[src/rtl/cr_pkg.sv]
package cr_pkg;

  localparam int unsigned PG_POS = 31;
  localparam int unsigned CD_POS = 30;
  localparam int unsigned NW_POS = 29;
  localparam int unsigned AM_POS = 18;
  localparam int unsigned WP_POS = 16;
  localparam int unsigned NE_POS = 5;
  localparam int unsigned ET_POS = 4;
  localparam int unsigned TS_POS = 3;
  localparam int unsigned PE_POS = 0;

  localparam int unsigned PCD_POS = 4;
  localparam int unsigned PWT_POS = 3;

  localparam logic [31:0] CR0_WR_MASK =
      (32'h1 << PG_POS) | (32'h1 << CD_POS) | (32'h1 << NW_POS) |
      (32'h1 << AM_POS) | (32'h1 << WP_POS) | (32'h1 << NE_POS) |
      (32'h1 << TS_POS) | (32'h1 << PE_POS);

  localparam logic [31:0] CR0_FIXED_ONE = 32'h1 << ET_POS;

  typedef enum logic [1:0] {
    FLT_NONE = 2'd0,
    FLT_GP   = 2'd1,
    FLT_UD   = 2'd2
  } fault_e;

  typedef struct packed {
    logic pg;
    logic cd;
    logic nw;
    logic am;
    logic wp;
    logic ne;
    logic ts;
    logic pe;
  } mode_flags_t;

endpackage

[src/rtl/cr_access_check.sv]
module cr_access_check
  import cr_pkg::*;
#(
  parameter int unsigned XLEN       = 64,
  parameter int unsigned LOW_W      = 32,
  parameter int unsigned IDX_W      = 4,
  parameter int unsigned CR3_RSV_LO = 40,
  parameter int unsigned CR3_RSV_HI = 51
) (
  input  logic [IDX_W-1:0] idx,
  input  logic [XLEN-1:0]  wdata,
  input  logic             wr,
  input  logic             rd,
  input  logic [1:0]       cpl,
  input  logic             long_mode,
  output fault_e           fault,
  output logic             legal_wr,
  output logic             legal_rd
);

  localparam logic [IDX_W-1:0] IDX0 = IDX_W'(0);
  localparam logic [IDX_W-1:0] IDX2 = IDX_W'(2);
  localparam logic [IDX_W-1:0] IDX3 = IDX_W'(3);
  localparam logic [IDX_W-1:0] IDX4 = IDX_W'(4);
  localparam logic [IDX_W-1:0] IDX8 = IDX_W'(8);

  logic access;
  logic present;
  logic upper_bad;
  logic cr3_rsv_bad;
  logic rsv_bad;
  logic combo_bad;

  always_comb begin
    access      = wr | rd;
    present     = (idx == IDX0) || (idx == IDX2) || (idx == IDX3) ||
                  (idx == IDX4) || ((idx == IDX8) && long_mode);
    upper_bad   = |wdata[XLEN-1:LOW_W];
    cr3_rsv_bad = |wdata[CR3_RSV_HI:CR3_RSV_LO];
    rsv_bad     = 1'b0;
    if ((idx == IDX0) || (idx == IDX4)) rsv_bad = upper_bad;
    else if (idx == IDX3)               rsv_bad = cr3_rsv_bad;
    combo_bad   = (idx == IDX0) && wdata[PG_POS] && !wdata[PE_POS];
  end

  // Check order: privilege, existence, reserved bits, flag combination
  always_comb begin
    fault = FLT_NONE;
    if (access) begin
      if (cpl != 2'd0)                  fault = FLT_GP;
      else if (!present)                fault = FLT_UD;
      else if (wr && rsv_bad)           fault = FLT_GP;
      else if (wr && combo_bad)         fault = FLT_GP;
    end
    legal_wr = wr && (fault == FLT_NONE);
    legal_rd = !wr && rd && (fault == FLT_NONE);
  end

endmodule

[src/rtl/cr_storage.sv]
module cr_storage
  import cr_pkg::*;
#(
  parameter int unsigned XLEN       = 64,
  parameter int unsigned LOW_W      = 32,
  parameter int unsigned IDX_W      = 4,
  parameter int unsigned TPR_W      = 4,
  parameter int unsigned PAGE_SHIFT = 12
) (
  input  logic             clk,
  input  logic             rst,
  input  logic             legal_wr,
  input  logic [IDX_W-1:0] idx,
  input  logic [XLEN-1:0]  wdata,
  input  logic             task_switch,
  output logic [XLEN-1:0]  cr0_view,
  output logic [XLEN-1:0]  cr2_view,
  output logic [XLEN-1:0]  cr3_view,
  output logic [XLEN-1:0]  cr4_view,
  output logic [XLEN-1:0]  cr8_view,
  output mode_flags_t      flags,
  output logic             pcd,
  output logic             pwt
);

  localparam logic [IDX_W-1:0] IDX0 = IDX_W'(0);
  localparam logic [IDX_W-1:0] IDX2 = IDX_W'(2);
  localparam logic [IDX_W-1:0] IDX3 = IDX_W'(3);
  localparam logic [IDX_W-1:0] IDX4 = IDX_W'(4);
  localparam logic [IDX_W-1:0] IDX8 = IDX_W'(8);
  localparam int unsigned BASE_W = XLEN - PAGE_SHIFT;

  logic [BASE_W-1:0] cr3_base;
  logic [LOW_W-1:0]  cr4_q;
  logic [TPR_W-1:0]  cr8_q;
  logic [XLEN-1:0]   cr2_q;

  logic wr0, wr2, wr3, wr4, wr8;
  always_comb begin
    wr0 = legal_wr && (idx == IDX0);
    wr2 = legal_wr && (idx == IDX2);
    wr3 = legal_wr && (idx == IDX3);
    wr4 = legal_wr && (idx == IDX4);
    wr8 = legal_wr && (idx == IDX8);
  end

  // Index 0 mode flags; task switch pulse dominates a same-cycle write
  always_ff @(posedge clk) begin
    if (rst) begin
      flags <= '0;
    end else begin
      if (wr0) begin
        flags.pg <= wdata[PG_POS];
        flags.cd <= wdata[CD_POS];
        flags.nw <= wdata[NW_POS];
        flags.am <= wdata[AM_POS];
        flags.wp <= wdata[WP_POS];
        flags.ne <= wdata[NE_POS];
        flags.pe <= wdata[PE_POS];
        flags.ts <= wdata[TS_POS];
      end
      if (task_switch) flags.ts <= 1'b1;
    end
  end

  always_ff @(posedge clk) begin
    if (rst) begin
      cr2_q    <= '0;
      cr3_base <= '0;
      pcd      <= 1'b0;
      pwt      <= 1'b0;
      cr4_q    <= '0;
      cr8_q    <= '0;
    end else begin
      if (wr2) cr2_q <= wdata;
      if (wr3) begin
        cr3_base <= wdata[XLEN-1:PAGE_SHIFT];
        pcd      <= wdata[PCD_POS];
        pwt      <= wdata[PWT_POS];
      end
      if (wr4) cr4_q <= wdata[LOW_W-1:0];
      if (wr8) cr8_q <= wdata[TPR_W-1:0];
    end
  end

  always_comb begin
    cr0_view          = XLEN'(CR0_FIXED_ONE);
    cr0_view[PG_POS]  = flags.pg;
    cr0_view[CD_POS]  = flags.cd;
    cr0_view[NW_POS]  = flags.nw;
    cr0_view[AM_POS]  = flags.am;
    cr0_view[WP_POS]  = flags.wp;
    cr0_view[NE_POS]  = flags.ne;
    cr0_view[TS_POS]  = flags.ts;
    cr0_view[PE_POS]  = flags.pe;

    cr2_view = cr2_q;

    cr3_view                       = '0;
    cr3_view[XLEN-1:PAGE_SHIFT]    = cr3_base;
    cr3_view[PCD_POS]              = pcd;
    cr3_view[PWT_POS]              = pwt;

    cr4_view = XLEN'(cr4_q);
    cr8_view = XLEN'(cr8_q);
  end

endmodule

[src/rtl/cr_read_port.sv]
module cr_read_port #(
  parameter int unsigned XLEN  = 64,
  parameter int unsigned IDX_W = 4
) (
  input  logic             clk,
  input  logic             rst,
  input  logic             legal_rd,
  input  logic [IDX_W-1:0] idx,
  input  logic [XLEN-1:0]  cr0_view,
  input  logic [XLEN-1:0]  cr2_view,
  input  logic [XLEN-1:0]  cr3_view,
  input  logic [XLEN-1:0]  cr4_view,
  input  logic [XLEN-1:0]  cr8_view,
  output logic [XLEN-1:0]  rd_data
);

  logic [XLEN-1:0] sel;

  always_comb begin
    unique case (idx)
      IDX_W'(0): sel = cr0_view;
      IDX_W'(2): sel = cr2_view;
      IDX_W'(3): sel = cr3_view;
      IDX_W'(4): sel = cr4_view;
      IDX_W'(8): sel = cr8_view;
      default:   sel = '0;
    endcase
  end

  always_ff @(posedge clk) begin
    if (rst)           rd_data <= '0;
    else if (legal_rd) rd_data <= sel;
  end

endmodule

[src/rtl/ctrl_reg_bank.sv]
module ctrl_reg_bank
  import cr_pkg::*;
#(
  parameter int unsigned XLEN       = 64,
  parameter int unsigned LOW_W      = 32,
  parameter int unsigned IDX_W      = 4,
  parameter int unsigned TPR_W      = 4,
  parameter int unsigned PAGE_SHIFT = 12,
  parameter int unsigned CR3_RSV_LO = 40,
  parameter int unsigned CR3_RSV_HI = 51
) (
  input  logic             clk,
  input  logic             rst,
  input  logic [IDX_W-1:0] acc_idx,
  input  logic [XLEN-1:0]  acc_wdata,
  input  logic             acc_wr,
  input  logic             acc_rd,
  input  logic [1:0]       priv_lvl,
  input  logic             mode64,
  input  logic             task_switch,
  output logic [XLEN-1:0]  rd_data,
  output logic             gp_fault,
  output logic             ud_fault,
  output logic             paging_en,
  output logic             prot_en,
  output logic             cache_dis,
  output logic             no_wr_thru,
  output logic             align_mask,
  output logic             wr_protect,
  output logic             num_err,
  output logic             task_sw,
  output logic             pg_cache_dis,
  output logic             pg_write_thru
);

  fault_e          fault;
  logic            legal_wr;
  logic            legal_rd;
  logic [XLEN-1:0] cr0_view, cr2_view, cr3_view, cr4_view, cr8_view;
  mode_flags_t     flags;

  cr_access_check #(
    .XLEN(XLEN), .LOW_W(LOW_W), .IDX_W(IDX_W),
    .CR3_RSV_LO(CR3_RSV_LO), .CR3_RSV_HI(CR3_RSV_HI)
  ) u_check (
    .idx(acc_idx), .wdata(acc_wdata), .wr(acc_wr), .rd(acc_rd),
    .cpl(priv_lvl), .long_mode(mode64),
    .fault(fault), .legal_wr(legal_wr), .legal_rd(legal_rd)
  );

  cr_storage #(
    .XLEN(XLEN), .LOW_W(LOW_W), .IDX_W(IDX_W),
    .TPR_W(TPR_W), .PAGE_SHIFT(PAGE_SHIFT)
  ) u_store (
    .clk(clk), .rst(rst), .legal_wr(legal_wr), .idx(acc_idx),
    .wdata(acc_wdata), .task_switch(task_switch),
    .cr0_view(cr0_view), .cr2_view(cr2_view), .cr3_view(cr3_view),
    .cr4_view(cr4_view), .cr8_view(cr8_view),
    .flags(flags), .pcd(pg_cache_dis), .pwt(pg_write_thru)
  );

  cr_read_port #(
    .XLEN(XLEN), .IDX_W(IDX_W)
  ) u_read (
    .clk(clk), .rst(rst), .legal_rd(legal_rd), .idx(acc_idx),
    .cr0_view(cr0_view), .cr2_view(cr2_view), .cr3_view(cr3_view),
    .cr4_view(cr4_view), .cr8_view(cr8_view), .rd_data(rd_data)
  );

  always_comb begin
    gp_fault   = (fault == FLT_GP);
    ud_fault   = (fault == FLT_UD);
    paging_en  = flags.pg;
    prot_en    = flags.pe;
    cache_dis  = flags.cd;
    no_wr_thru = flags.nw;
    align_mask = flags.am;
    wr_protect = flags.wp;
    num_err    = flags.ne;
    task_sw    = flags.ts;
  end

endmodule

[config.mk]
export PLATFORM = sky130hd
export DESIGN_NAME = ctrl_reg_bank
export DESIGN_NICKNAME = d
export VERILOG_FILES = /design/src/rtl/cr_pkg.sv /design/src/rtl/cr_access_check.sv /design/src/rtl/cr_storage.sv /design/src/rtl/cr_read_port.sv /design/src/rtl/ctrl_reg_bank.sv
export SDC_FILE = /design/constraint.sdc
export NUM_CORES = 1
export LEC_CHECK = 0
export BUFFER_PORTS_ARGS = -buffer_cell sky130_fd_sc_hd__buf_2
export CORE_MARGIN = 4
export CORE_UTILIZATION = 49
export DETAILED_ROUTE_END_ITERATION = 8
export GPL_TIMING_DRIVEN = 0
export PLACE_DENSITY = 0.81
export SKIP_LAST_GASP = 1
export SLEW_MARGIN = 40
export SYNTH_ARGS = -nofsm -noshare
export SYNTH_HDL_FRONTEND = slang
export SYNTH_SLANG_ARGS = --single-unit
export TNS_END_PERCENT = 50
[constraint.sdc]
create_clock -name clk -period 2.59 [get_ports clk]
set_input_delay 0.1295 -clock clk [delete_from_list [all_inputs] [get_ports clk]]
set_output_delay 0.1295 -clock clk [all_outputs]
set_load 0.05 [all_outputs]
==> metrics.txt <==
outcome finished with violations; violated checks DRC; Synth area leader dfxtp_1; initial antenna violation count 0; xor/xnor share of the synthesized area 0; post-synthesis register bit count 226; drt pass-1 iters 9; nets 1257; DP Wirelength 17530 um; clock network fraction of total power 0.463; clock skew 0.009049 ns; Mapped Nets 1018; Slew Viols, Final 0; Cells after DPL 1316; Post-Synth Simple-Gate Area 0.1700; Hold Fails Final Rpt 0; Die Span Y 141.4 um; Max FO, Critical Path 4; Leak 0.004093 uW; complex-gate fraction of the synthesized area 0.1624; Final setup viols 0; htree depth 1; Arrival @ worst endpoint 2.38 ns; sequential area share after synthesis 0.5189; Int Pwr 5755 uW; Root Driver clkbuf_16; # clock sinks 226; maximum VDD drop 511.9 uV; final core occ 0.6455; Avg WL per Cell 18.05 um; share of layout cells above drive strength 1 0.1931; Gate Count Post-Synth 942; Crit path required time 2.46 ns; Reg power frac 0.474; total CTS buffers 23; Post-Layout Cell Count 1423; ys flop type dfxtp_1; RD Place Congestion 0.8854; number of synthesized flops with an enable pin 0; Hold Path Sink u_store.cr0_view[3]; number of global-route vias before repair 7783; Cells on Worst Hold Path 4; Fin Setup TNS 0 ns; total gr overflow 0; FP Rows 48; global-route wire length before repair 40590 um; overall power 7389 uW; Mean Syn Cell Area 9.256 um^2; Fin Hold WS 0.02599 ns; unique cell type count in the Yosys netlist 41; Sw Share 0.2211; NetSw 1633 uW; FF-to-FF Start u_store.cr0_view[18]; Clock Latency Late Sink 0.50 ns; Ports 152; vias 8021; worst slew pin tran 0.8185 ns; max_cap viols 0; Post-Route WL 25690 um; fillers 1410; Max Freq 0.3987 GHz; Async S/R FF share, synth 0; Power Dens Cells 659.5 mW/mm^2; slew margin rel. 0.4502; Yosys warning count 0; Avg Vias per Cell 5.637; GR Util All Layers 0.2480; IO buf count 149; post-synth top area share 0.5189; core area 0.01736 mm^2; Worst Reg-to-Reg Cells 4; die area 0.01999 mm^2; register area 0.004524 mm^2; Clock Pin Slew Worst Setup and Hold Paths 0.06 ns; area of the multi-input gates 0.003834 mm^2; Tcrit/Tclk final 0.9683; worst min path class in2reg; CTS tree built; DRC Markers 4; Gate power share 0.062; die span in x 141.4 um; FF-to-FF setup slack 1.39 ns; adder-cell share of the synthesized area 0; Syn-to-layout area delta 28.48%; Critical R2R Capture u_read.rd_data[18]; antenna-violating nets left 0; Hold Startpoint acc_wr; CP Launch Type input pin; mux contribution to synthesized area 0.1056; largest net degree at the start of global routing 15; Post-Syn Area 0.008720 mm^2; Starting DRT DRC Count 768; largest family of logic cells by synthesized area simple AND/OR/NAND/NOR gates; clock buffer depth 3; Tmin final 2.508 ns; Starting Density 0.5024; crit end category primary output; critical path type in2out; Synth area leaders dfxtp_1, mux2i_1, nor2_1
==> kinds of logic after synthesis <==
kind of cell    after synthesis
buf+inv                      78
flops                       226
compound gates              205
mux                          92
simple gates                341
==> worst max path at each step <==
stage	from	end	slack [ns]
after global routing	acc_wdata[32]	gp_fault	-0.007
after global placement	acc_wr	u_store.cr2_view[6]	0.24
after CTS	acc_wdata[32]	gp_fault	0.0009
after detailed placement	acc_wr	u_store.cr2_view[6]	0.17
after floorplan	acc_idx[3]	ud_fault	0.36
final	acc_wdata[51]	gp_fault	0.08
==> per-layer routing <==
layer / GRT usage / part of all wire / wire [um] / up-vias
met5: 0 / 0 / 0 / -
met4: 0.07222 / 0.028 / 731 / 0
met3: 0.04044 / 0.084 / 2151 / 59
met2: 0.4021 / 0.46 / 11850 / 366
met1: 0.3439 / 0.43 / 10960 / 3807
li1: - / - / - / 3789
==> cell usage in the layout (no fill, tap or decap), types with 2 or more instances in the layout <==
cell type	netlist	routed
buf_6	7	7
o21ai_0	2	2
nand3_2	2	2
clkinv_2	0	4
nor4_1	5	5
clkbuf_8	0	6
nor4_4	2	2
bufinv_16	0	3
mux2i_1	92	92
a221oi_1	6	6
a22o_1	2	2
nand3_1	2	2
buf_1	3	3
and2_1	14	14
clkbuf_1	43	46
dfxtp_1	226	226
nor3_1	2	2
buf_2	24	173
dlygate4sd3_1	0	65
nor4_2	4	4
a211oi_1	63	63
nand2_1	135	135
a222oi_1	17	17
a21oi_1	67	67
nor2b_1	3	3
diode_2	0	2
nor2_1	160	160
clkbuf_16	0	23
o21ai_1	2	2
a22oi_1	42	42
==> registers in the layout (all words and copies together), names as in the netlist <==
register          count
u_store.cr4_q        32
u_read.rd_data       64
u_store.cr2_view     64
u_store.cr8_q         4
u_store.pwt           1
u_store.cr0_view      8
u_store.cr3_base     52
u_store.pcd           1
==> area by class of cell <==
class,count,share of cell area
diodes,2,0.0004467
plain buffers,77,0.03317
clock buffers,32,0.05975
clock inverters,8,0.01050
inverters,1,0.0003350
multi-input cells,638,0.3422
flip-flops and latches,226,0.4038
well taps,225,0.02513
repair buffers,214,0.1246
==> per-stage QoR <==
| stage | worst slack, ns | area [um^2] |
|---|---|---|
| after global routing | -0.007304 | 11200 |
| after detailed placement | 0.1733 | 9747 |
| after floorplan | 0.3579 | 8720 |
| after global placement | 0.2431 | 9747 |
| after CTS | 0.0009357 | 11180 |
| final | 0.08210 | 11200 |
==> critical path, stage by stage <==
cell,delay (ns)
dlygate4sd3_1,0.53
buf_2,0.14
nor4_1,0.41
nand3_2,0.28
o32ai_2,0.36
nand2_1,0.16
o2bb2ai_1,0.15
buf_2,0.21
==> Yosys cell counts (2+ instances only) <==
cell type	instances
mux2i_1	92
a22oi_1	42
dfxtp_1	226
a22o_1	2
nand3_1	2
and2_1	14
buf_1	3
buf_2	24
nand2_1	135
a211oi_1	63
nor2_1	160
a222oi_1	17
nand3_2	2
nor4_4	2
a21oi_1	67
nor3_1	2
o21ai_0	2
o21ai_1	2
nor4_2	4
nor2b_1	3
nor4_1	5
buf_6	7
a221oi_1	6
clkbuf_1	43
==> what timing repair did <==
item                                   4_1_cts  5_1_grt
setup endpoints to repair                    0        1
resized for setup                            0        1
hold buffers                                65        0
buffers inserted                             0        0
endpoints found under the hold margin      150        0
==> power groups by stage <==
stage	clock, uW	combinational [uW]	sequential (uW)
3_5_place_dp	0	370	3580
3_3_place_gp	0	368	3580
6_report	3420	461	3510
2_1_floorplan	0	139	3640
4_1_cts	3450	450	3510
5_1_grt	3600	489	3510
(Power assumes the default switching activity.)
